### config.mk
export PLATFORM = sky130hd
export DESIGN_NAME = int_alu
export DESIGN_NICKNAME = d
export VERILOG_FILES = /design/src/rtl/alu_pkg.sv /design/src/rtl/alu_addsub.sv /design/src/rtl/alu_logic.sv /design/src/rtl/alu_compare.sv /design/src/rtl/int_alu.sv
export SDC_FILE = /design/constraint.sdc
export NUM_CORES = 1
export LEC_CHECK = 0
export BUFFER_PORTS_ARGS = -buffer_cell sky130_fd_sc_hd__buf_4
export CAP_MARGIN = 20
export CORE_ASPECT_RATIO = 0.6
export CORE_MARGIN = 2
export CORE_UTILIZATION = 60
export DETAILED_ROUTE_END_ITERATION = 6
export PLACE_DENSITY = 0.85
export SLEW_MARGIN = 20
export SYNTH_ARGS = -nofsm -noshare
export SYNTH_HDL_FRONTEND = slang
export SYNTH_SLANG_ARGS = --single-unit
### constraint.sdc
create_clock -name clk -period 33.9 [get_ports clk]
set_input_delay 6.78 -clock clk [delete_from_list [all_inputs] [get_ports clk]]
set_output_delay 6.78 -clock clk [all_outputs]
set_load 0.01 [all_outputs]
### src/rtl/alu_pkg.sv
package alu_pkg;

    typedef enum logic [3:0] {
        OP_ADD  = 4'h0,
        OP_ADDU = 4'h1,
        OP_SUB  = 4'h2,
        OP_SUBU = 4'h3,
        OP_AND  = 4'h4,
        OP_OR   = 4'h5,
        OP_XOR  = 4'h6,
        OP_NOR  = 4'h7,
        OP_SLT  = 4'hA,
        OP_SLTU = 4'hB
    } alu_op_e;

    typedef enum logic [1:0] {
        UNIT_ARITH = 2'd0,
        UNIT_LOGIC = 2'd1,
        UNIT_CMP   = 2'd2,
        UNIT_NONE  = 2'd3
    } alu_unit_e;

    typedef struct packed {
        alu_unit_e unit;
        logic      invert_b;
        logic      trap_en;
        logic      cmp_signed;
        logic [1:0] logic_fn;
    } alu_ctrl_t;

    function automatic alu_ctrl_t alu_decode(input logic [3:0] sel);
        alu_ctrl_t c;
        c.unit       = UNIT_NONE;
        c.invert_b   = 1'b0;
        c.trap_en    = 1'b0;
        c.cmp_signed = 1'b0;
        c.logic_fn   = sel[1:0];
        case (sel)
            OP_ADD:  begin c.unit = UNIT_ARITH; c.trap_en = 1'b1; end
            OP_ADDU: begin c.unit = UNIT_ARITH; end
            OP_SUB:  begin c.unit = UNIT_ARITH; c.invert_b = 1'b1; c.trap_en = 1'b1; end
            OP_SUBU: begin c.unit = UNIT_ARITH; c.invert_b = 1'b1; end
            OP_AND, OP_OR, OP_XOR, OP_NOR: c.unit = UNIT_LOGIC;
            OP_SLT:  begin c.unit = UNIT_CMP; c.invert_b = 1'b1; c.cmp_signed = 1'b1; end
            OP_SLTU: begin c.unit = UNIT_CMP; c.invert_b = 1'b1; end
            default: c.unit = UNIT_NONE;
        endcase
        return c;
    endfunction

    function automatic logic fa_sum(input logic x, input logic y, input logic ci);
        return x ^ y ^ ci;
    endfunction

    function automatic logic fa_carry(input logic x, input logic y, input logic ci);
        return (x & y) | (x & ci) | (y & ci);
    endfunction

endpackage

### src/rtl/alu_addsub.sv
module alu_addsub
    import alu_pkg::*;
#(
    parameter int W = 32
) (
    input  logic [W-1:0] a,
    input  logic [W-1:0] b,
    input  logic         invert,
    output logic [W-1:0] sum,
    output logic         carry_out,
    output logic         signed_ovf
);
    logic [W:0]   chain;
    logic [W-1:0] b_eff;

    assign chain[0] = invert;

    for (genvar i = 0; i < W; i++) begin : g_bit
        assign b_eff[i]     = b[i] ^ invert;
        assign sum[i]       = fa_sum(a[i], b_eff[i], chain[i]);
        assign chain[i+1]   = fa_carry(a[i], b_eff[i], chain[i]);
    end

    assign carry_out  = chain[W];
    assign signed_ovf = chain[W] ^ chain[W-1];

    // subtracting a value from itself always lands on zero with carry out
    always_comb begin
        if (invert && (a == b)) begin
            assert_self_diff_R2: assert (sum == '0 && carry_out == 1'b1)
                else $error("self difference not zero");
        end
    end
endmodule

### src/rtl/alu_logic.sv
module alu_logic #(
    parameter int W = 32
) (
    input  logic [W-1:0] a,
    input  logic [W-1:0] b,
    input  logic [1:0]   fn,
    output logic [W-1:0] y
);
    always_comb begin
        case (fn)
            2'd0:    y = a & b;
            2'd1:    y = a | b;
            2'd2:    y = a ^ b;
            default: y = ~(a | b);
        endcase
    end
endmodule

### src/rtl/alu_compare.sv
module alu_compare #(
    parameter int W = 32
) (
    input  logic         diff_msb,
    input  logic         diff_ovf,
    input  logic         carry_out,
    input  logic         is_signed,
    output logic [W-1:0] y
);
    logic lt;

    assign lt = is_signed ? (diff_msb ^ diff_ovf) : ~carry_out;
    assign y  = {{(W-1){1'b0}}, lt};
endmodule

### src/rtl/int_alu.sv
module int_alu
    import alu_pkg::*;
#(
    parameter int W = 32
) (
    input  logic         clk,
    input  logic         rst,
    input  logic [W-1:0] op_a,
    input  logic [W-1:0] op_b,
    input  logic [3:0]   op_sel,
    output logic [W-1:0] result,
    output logic         zero,
    output logic         overflow
);
    alu_ctrl_t    ctrl;
    logic [W-1:0] sum_w;
    logic         cout_w;
    logic         sovf_w;
    logic [W-1:0] logic_w;
    logic [W-1:0] cmp_w;
    logic [W-1:0] res_c;
    logic         ovf_c;

    assign ctrl = alu_decode(op_sel);

    alu_addsub #(.W(W)) u_addsub (
        .a          (op_a),
        .b          (op_b),
        .invert     (ctrl.invert_b),
        .sum        (sum_w),
        .carry_out  (cout_w),
        .signed_ovf (sovf_w)
    );

    alu_logic #(.W(W)) u_logic (
        .a  (op_a),
        .b  (op_b),
        .fn (ctrl.logic_fn),
        .y  (logic_w)
    );

    alu_compare #(.W(W)) u_cmp (
        .diff_msb  (sum_w[W-1]),
        .diff_ovf  (sovf_w),
        .carry_out (cout_w),
        .is_signed (ctrl.cmp_signed),
        .y         (cmp_w)
    );

    always_comb begin
        case (ctrl.unit)
            UNIT_ARITH: res_c = sum_w;
            UNIT_LOGIC: res_c = logic_w;
            UNIT_CMP:   res_c = cmp_w;
            default:    res_c = '0;
        endcase
        ovf_c = ctrl.trap_en & sovf_w;
    end

    always_ff @(posedge clk) begin
        if (rst) begin
            result   <= '0;
            zero     <= 1'b1;
            overflow <= 1'b0;
        end else begin
            result   <= res_c;
            zero     <= (res_c == '0);
            overflow <= ovf_c;
        end
    end

    assert_zero_flag_R9: assert property (@(posedge clk) disable iff (rst)
        zero |-> (result == '0))
        else $error("zero flag with nonzero result");

    assert_trap_codes_R5: assert property (@(posedge clk) disable iff (rst)
        (overflow && !$past(rst)) |-> ($past(op_sel) == OP_ADD || $past(op_sel) == OP_SUB))
        else $error("overflow on non-trapping code");

    assert_cmp_upper_R7: assert property (@(posedge clk) disable iff (rst)
        (!$past(rst) && ($past(op_sel) == OP_SLT || $past(op_sel) == OP_SLTU))
            |-> (result[W-1:1] == '0 && !overflow))
        else $error("compare result has upper bits");

    assert_unused_R10: assert property (@(posedge clk) disable iff (rst)
        (!$past(rst) && ($past(op_sel) == 4'h8 || $past(op_sel) == 4'h9 || $past(op_sel) >= 4'hC))
            |-> (result == '0 && !overflow))
        else $error("unused code produced output");

    assert_reset_state_R11: assert property (@(posedge clk) disable iff (rst)
        $past(rst) |-> (result == '0 && zero && !overflow))
        else $error("reset state wrong");
endmodule

After elaboration in Yosys (flattened, before gate mapping):

Index checks and enable logic that the tools add are counted.

* flip-flop bits (word level): 34
* bits of input ports: 70
* output and inout bits: 34
* word-level logic and storage cells: 296

* equality and inequality tests: 13
* mux-type cells: 7
* bitwise logic cells: 264
* reductions and logical operators: 9

Operator list (number)
* $pmux 32 s3: 2
* $xor 1x1->1: 98
* $and 1x1->1: 97
* $or 1x1->1: 64
* $and 32x32->32: 1
* $logic_not 32->1: 1
* $not 32->32: 1
* $or 32x32->32: 1
* $xor 32x32->32: 1
* $eq 4x3->1 const B: 4
* $reduce_or 4->1: 3
* $eq 4x2->1 const B: 2
* $eq 4x4->1 const B: 2
* $pmux 2 s3: 1
* $eq 2x1->1 const B: 2
* $eq 2x2->1 const B: 2
* $eq 4x1->1 const B: 1
* $logic_not 2->1: 2
* $logic_not 4->1: 1
* $mux 1: 4
* $reduce_or 2->1: 2
* $not 1->1: 1

Longest topological paths before layout:

* depth after elaboration: 105
* depth in mapped cells: 44
* gate-level depth less buffers: 41

Modules after synthesis:

Synthesis repeated with hierarchy kept, for this count alone.

* cell total of the unflattened synthesis: 691
* area total of the unflattened synthesis: 5694.2 um^2

By module, submodules not included
* alu_logic: instances 1, cells an instance 306, area each 2242.2 um^2, sequential area each 0.0 um^2
* int_alu: instances 1, cells an instance 223, area each 1989.4 um^2, sequential area each 680.7 um^2
* alu_addsub: instances 1, cells an instance 127, area each 1199.9 um^2, sequential area each 0.0 um^2
* alu_compare: instances 1, cells an instance 35, area each 262.8 um^2, sequential area each 0.0 um^2

Worst setup path before layout:

No wires, ideal clock.

* kind: input to register
* from: input op_sel[2]
* to: register zero
* library setup time: 0.116 ns
* arrival time: 20.940 ns
* data required time: 33.784 ns
* path slack: 12.843 ns
* stages: 43
* buffers on the path: 4
* cell sequence: buf_2 > buf_2 > nand2b_1 > clkbuf_1 > buf_2 > xnor2_1 > fa_1 > fa_1 > fa_1 > inv_1 > fa_1 > fa_1 > fa_1 > fa_1 > fa_1 > fa_1 > fa_1 > fa_1 > [7 not listed] > fa_1 > fa_1 > fa_1 > fa_1 > fa_1 > fa_1 > fa_1 > fa_1 > fa_1 > fa_1 > fa_1 > fa_1 > inv_1 > fa_1 > nor2b_1 > a31o_2 > a21o_1 > a41o_1

* word-level cells in the longest chain between the ends: 105
* elaborated cells on any way between the ends: 282
* those cells by class: eq/ne (11); mux (5); bitwise (259); reduce/logical (7)

Ends and longest elaborated chain
* start, declared: line int_alu.sv:10 `input logic [3:0] op_sel,`
* $eq 4x4->1 / $eq 4x2->1 (equally long branches): line alu_pkg.sv:38 `case (sel)`
* $reduce_or 4->1 (no line)
* $mux 1: line alu_pkg.sv:38
* $xor 1x1->1: line alu_addsub.sv:19 `assign b_eff[i] = b[i] ^ invert;`
* $and 1x1->1: line alu_pkg.sv:56 `return (x & y) | (x & ci) | (y & ci);`
* $or 1x1->1 (2 in series): line alu_pkg.sv:56
* $and 1x1->1: line alu_pkg.sv:56
* $or 1x1->1 (2 in series): line alu_pkg.sv:56
* [85 not listed]
* $or 1x1->1 (2 in series): line alu_pkg.sv:56
* $and 1x1->1: line alu_pkg.sv:56
* $or 1x1->1 (2 in series): line alu_pkg.sv:56
* $xor 1x1->1: line alu_addsub.sv:25 `assign signed_ovf = chain[W] ^ chain[W-1];`
* $xor 1x1->1: line alu_compare.sv:12 `assign lt = is_signed ? (diff_msb ^ diff_ovf) : ~carry_out;`
* $mux 1: line alu_compare.sv:12
* $pmux 32 s3 (*): line int_alu.sv:51 `case (ctrl.unit)`
* $logic_not 32->1 (*): line int_alu.sv:67 `zero <= (res_c == '0);`
* end signal, assigned: line int_alu.sv:67
* end, declared: line int_alu.sv:12 `output logic zero,`

Mark *: on every way between the ends. The rest lies on a longest branch, timed or not.
A chain may end at the register's enable or synchronous reset.

Final worst setup path:

Same ends and word-level chain as after synthesis.

==> impl_metrics.yaml <==
status:
  run_status: "finished, final reports clean"
clock_network:
  cts_tree: "built"
  postCtsSetupBuffers: 0
  clock_path_buffers: 2
  clkSlewWorstSetupHoldPaths_ps: 60
  ctsResizeCount: 0
  clock_sinks: 34
  root_buffer: "sky130_fd_sc_hd__clkbuf_16"
  holdBufCountCts: 0
  cts_htree_levels: 2
  numCtsBuffers: 5
timing:
  rsz0062_at_grt: "false"
  worstMarginPinSlew_ps: 762
  final-hold-violation-count: 0
  timing.final.max_slew_violations: 0
  final.setup.tns_ps: 0
  max-slew-margin-rel_pct: 49.2
  min_period_over_period_pct: 63.9
  fmax_ghz: 0.0462
  timing.final.crit_period_ps: 21670
  setup_viol_count_final: 0
global_routing:
  grt_pass1_wl_um: 19900
  grt_antenna_before_repair: 1
  remaining_global_route_overflow: 0
  number_of_global_route_vias_before_repair: 3932
  gr-usage-all-layers_pct: 31.3
  grt_start_max_net_pins: 70
placement:
  placed_cells_incl_taps: 704
  finalWeightedCongestion: 0.965
  port-buffer-count: 103
  dp.final_hpwl_um: 9430
logic_synthesis:
  area_fraction_in_compound_gates_after_synthesis_pct: 17.0
  cells_after_synthesis: 531
  async_flop_share_pct: 0
  synth_xor_xnor_area_share_pct: 6.26
  synth.avg_cell_area_um2: 8.43
  synth_top_family_by_area: "adder cells"
  syn-num-nets: 697
  synth_flop_cell: "sky130_fd_sc_hd__dfxtp_1"
  synth.ff_latch_count: 34
  netlist_area_um2: 4480
  synthDistinctLibCells: 48
  synth-edff-count: 0
  synth_simple_gate_area_share_pct: 11.9
  yosys_warnings: 0
  yosys-mux-area-fraction_pct: 7.43
  post_synth_fa_ha_maj_area_fraction_pct: 32.2
  synth_seq_area_share_pct: 15.2
setup_path:
  slowest_stage: "sky130_fd_sc_hd__buf_4"
  startpoint_type: "primary input"
  timing_worst_setup_path_type: "in -> reg"
  worstPathRequired_ps: 34090
  cell_mode_on_critical_path: "sky130_fd_sc_hd__fa_1"
  timing.critical_path.arrival_ps: 21850
  critical_path_peak_fanout: 62
  delay_of_the_slowest_cell_on_the_worst_path_ps: 480
  end_kind: "flop"
cells_and_area:
  ff_latch_area_um2: 681
  final.fill_count: 545
  nets: 773
  antenna_cells: 0
  most_common_library_cell_in_the_layout_ignoring_fill_and_taps: "sky130_fd_sc_hd__buf_4"
  area_growth_syn_to_layout_pct: 20.2
  share_of_cells_above_drive_strength_1_pct: 21.3
  final_cell_count_no_fill: 711
  area_of_combinational_cells_with_multiple_inputs_um2: 3350
  most-common-layout-cells: "sky130_fd_sc_hd__buf_4 (104), sky130_fd_sc_hd__inv_1 (70), sky130_fd_sc_hd__ha_1 (64)"
detailed_routing:
  detail_route.drc_violations: 0
  per_cell_via_count_in_the_routed_design: 5.86
  drt_wl_total_um: 12600
  antenna_violating_nets_post_route: 0
  detailedRoute.firstIterationViolations: 407
  post_drt_wl_per_cell_um: 17.7
  via_count: 4163
  detail_route.first_pass.iterations: 5
hold_path:
  hold_class: "in -> reg"
floorplan:
  die_area_um2: 8190
  io_pins: 104
  dieHeight_um: 70.9
  floorplan.initialDensity_pct: 61.9
  placement_rows: 24
  area_of_the_core_region_um2: 7240
  chipWidth_um: 116
run:
  maxCapViolations: 0
pwr:
  peakVddDrop_mv: 0.0177
  power.density_cell_area_nw_per_um2: 33.3
  leakage_uw: 0.00264
-- stage by stage --
stage	hold slack, ps	power [uW]	setup slack, ps	area (um^2)	utilization [%]
floorplan	7080	93.3	12840	4480	-
global placement	7080	118	12320	5210	72.0
detailed placement	7090	121	12020	5210	72.0
CTS	6790	177	12200	5380	74.3
global route	6790	189	11610	5380	74.3
finish	6780	179	12230	5380	74.3
-- per-layer routing --
metal	global-route usage (%)	part of all wire (%)
met1	44.2	44
met4	5.76	1.1
met3	7.88	10
met2	49.1	45
met5	0	0.10
-- cell type report --
cell class | count | share of cell area (%)
Multi-Input combinational cell | 391 | 62.3
Timing Repair Buffer | 104 | 14.5
Sequential cell | 34 | 12.7
Inverter | 71 | 4.95
Clock buffer | 6 | 2.58
Tap cell | 104 | 2.42
Clock inverter | 1 | 0.558
-- state kept, by name, summed over array words and instances (netlist names) --
| name | flops |
|---|---|
| overflow | 1 |
| zero | 1 |
| result | 32 |
-- cells in the mapped netlist, types with 15 or more instances --
cell,n,share of area (%)
sky130_fd_sc_hd__o21ai_0,25,2.8
sky130_fd_sc_hd__nand2_1,21,1.8
sky130_fd_sc_hd__mux2i_1,16,3.6
sky130_fd_sc_hd__a21oi_1,23,2.6
sky130_fd_sc_hd__fa_1,32,14
sky130_fd_sc_hd__inv_1,70,5.9
sky130_fd_sc_hd__ha_1,64,18
sky130_fd_sc_hd__nor3_1,15,1.7
sky130_fd_sc_hd__a211oi_1,19,3.2
sky130_fd_sc_hd__nor2_1,52,4.4
sky130_fd_sc_hd__xnor2_1,31,6.1
sky130_fd_sc_hd__dfxtp_1,34,15
-- kinds of logic (layout without fill, tap and decap cells) --
group,after synthesis,in the layout
AO/OA/AOI/OAI,114,114
XOR/XNOR,32,32
adder cells (fa/ha/maj),96,96
buffers and inverters,106,182
flip-flops,34,34
multiplexers,31,31
AND/OR/NAND/NOR,118,118
-- worst max-delay path, delay by kind of cell --
kind / cells / cell delay (ps)
adders and majority gates: 30 / 12680
buffers and inverters: 4 / 1150
AOI/OAI and AO/OA: 3 / 590
and+or+nand+nor: 2 / 420
xor gates and xnor gates: 1 / 190
-- power by group --
part           internal [uW]  switching, uW  leakage, uW  total (uW)
sequential              43.1          0.951     0.000279        44.0
clock                   36.3           19.7    0.0000829        56.0
combinational           35.4           43.7      0.00228        79.1
-- worst paths after layout --
| path | startpoint | end | cells after the start |
|---|---|---|---|
| worst min-delay path | rst | result[6] | 2 |
| worst max-delay path | op_sel[2] | zero | 40 |
Power figures use the tool's default switching activity.
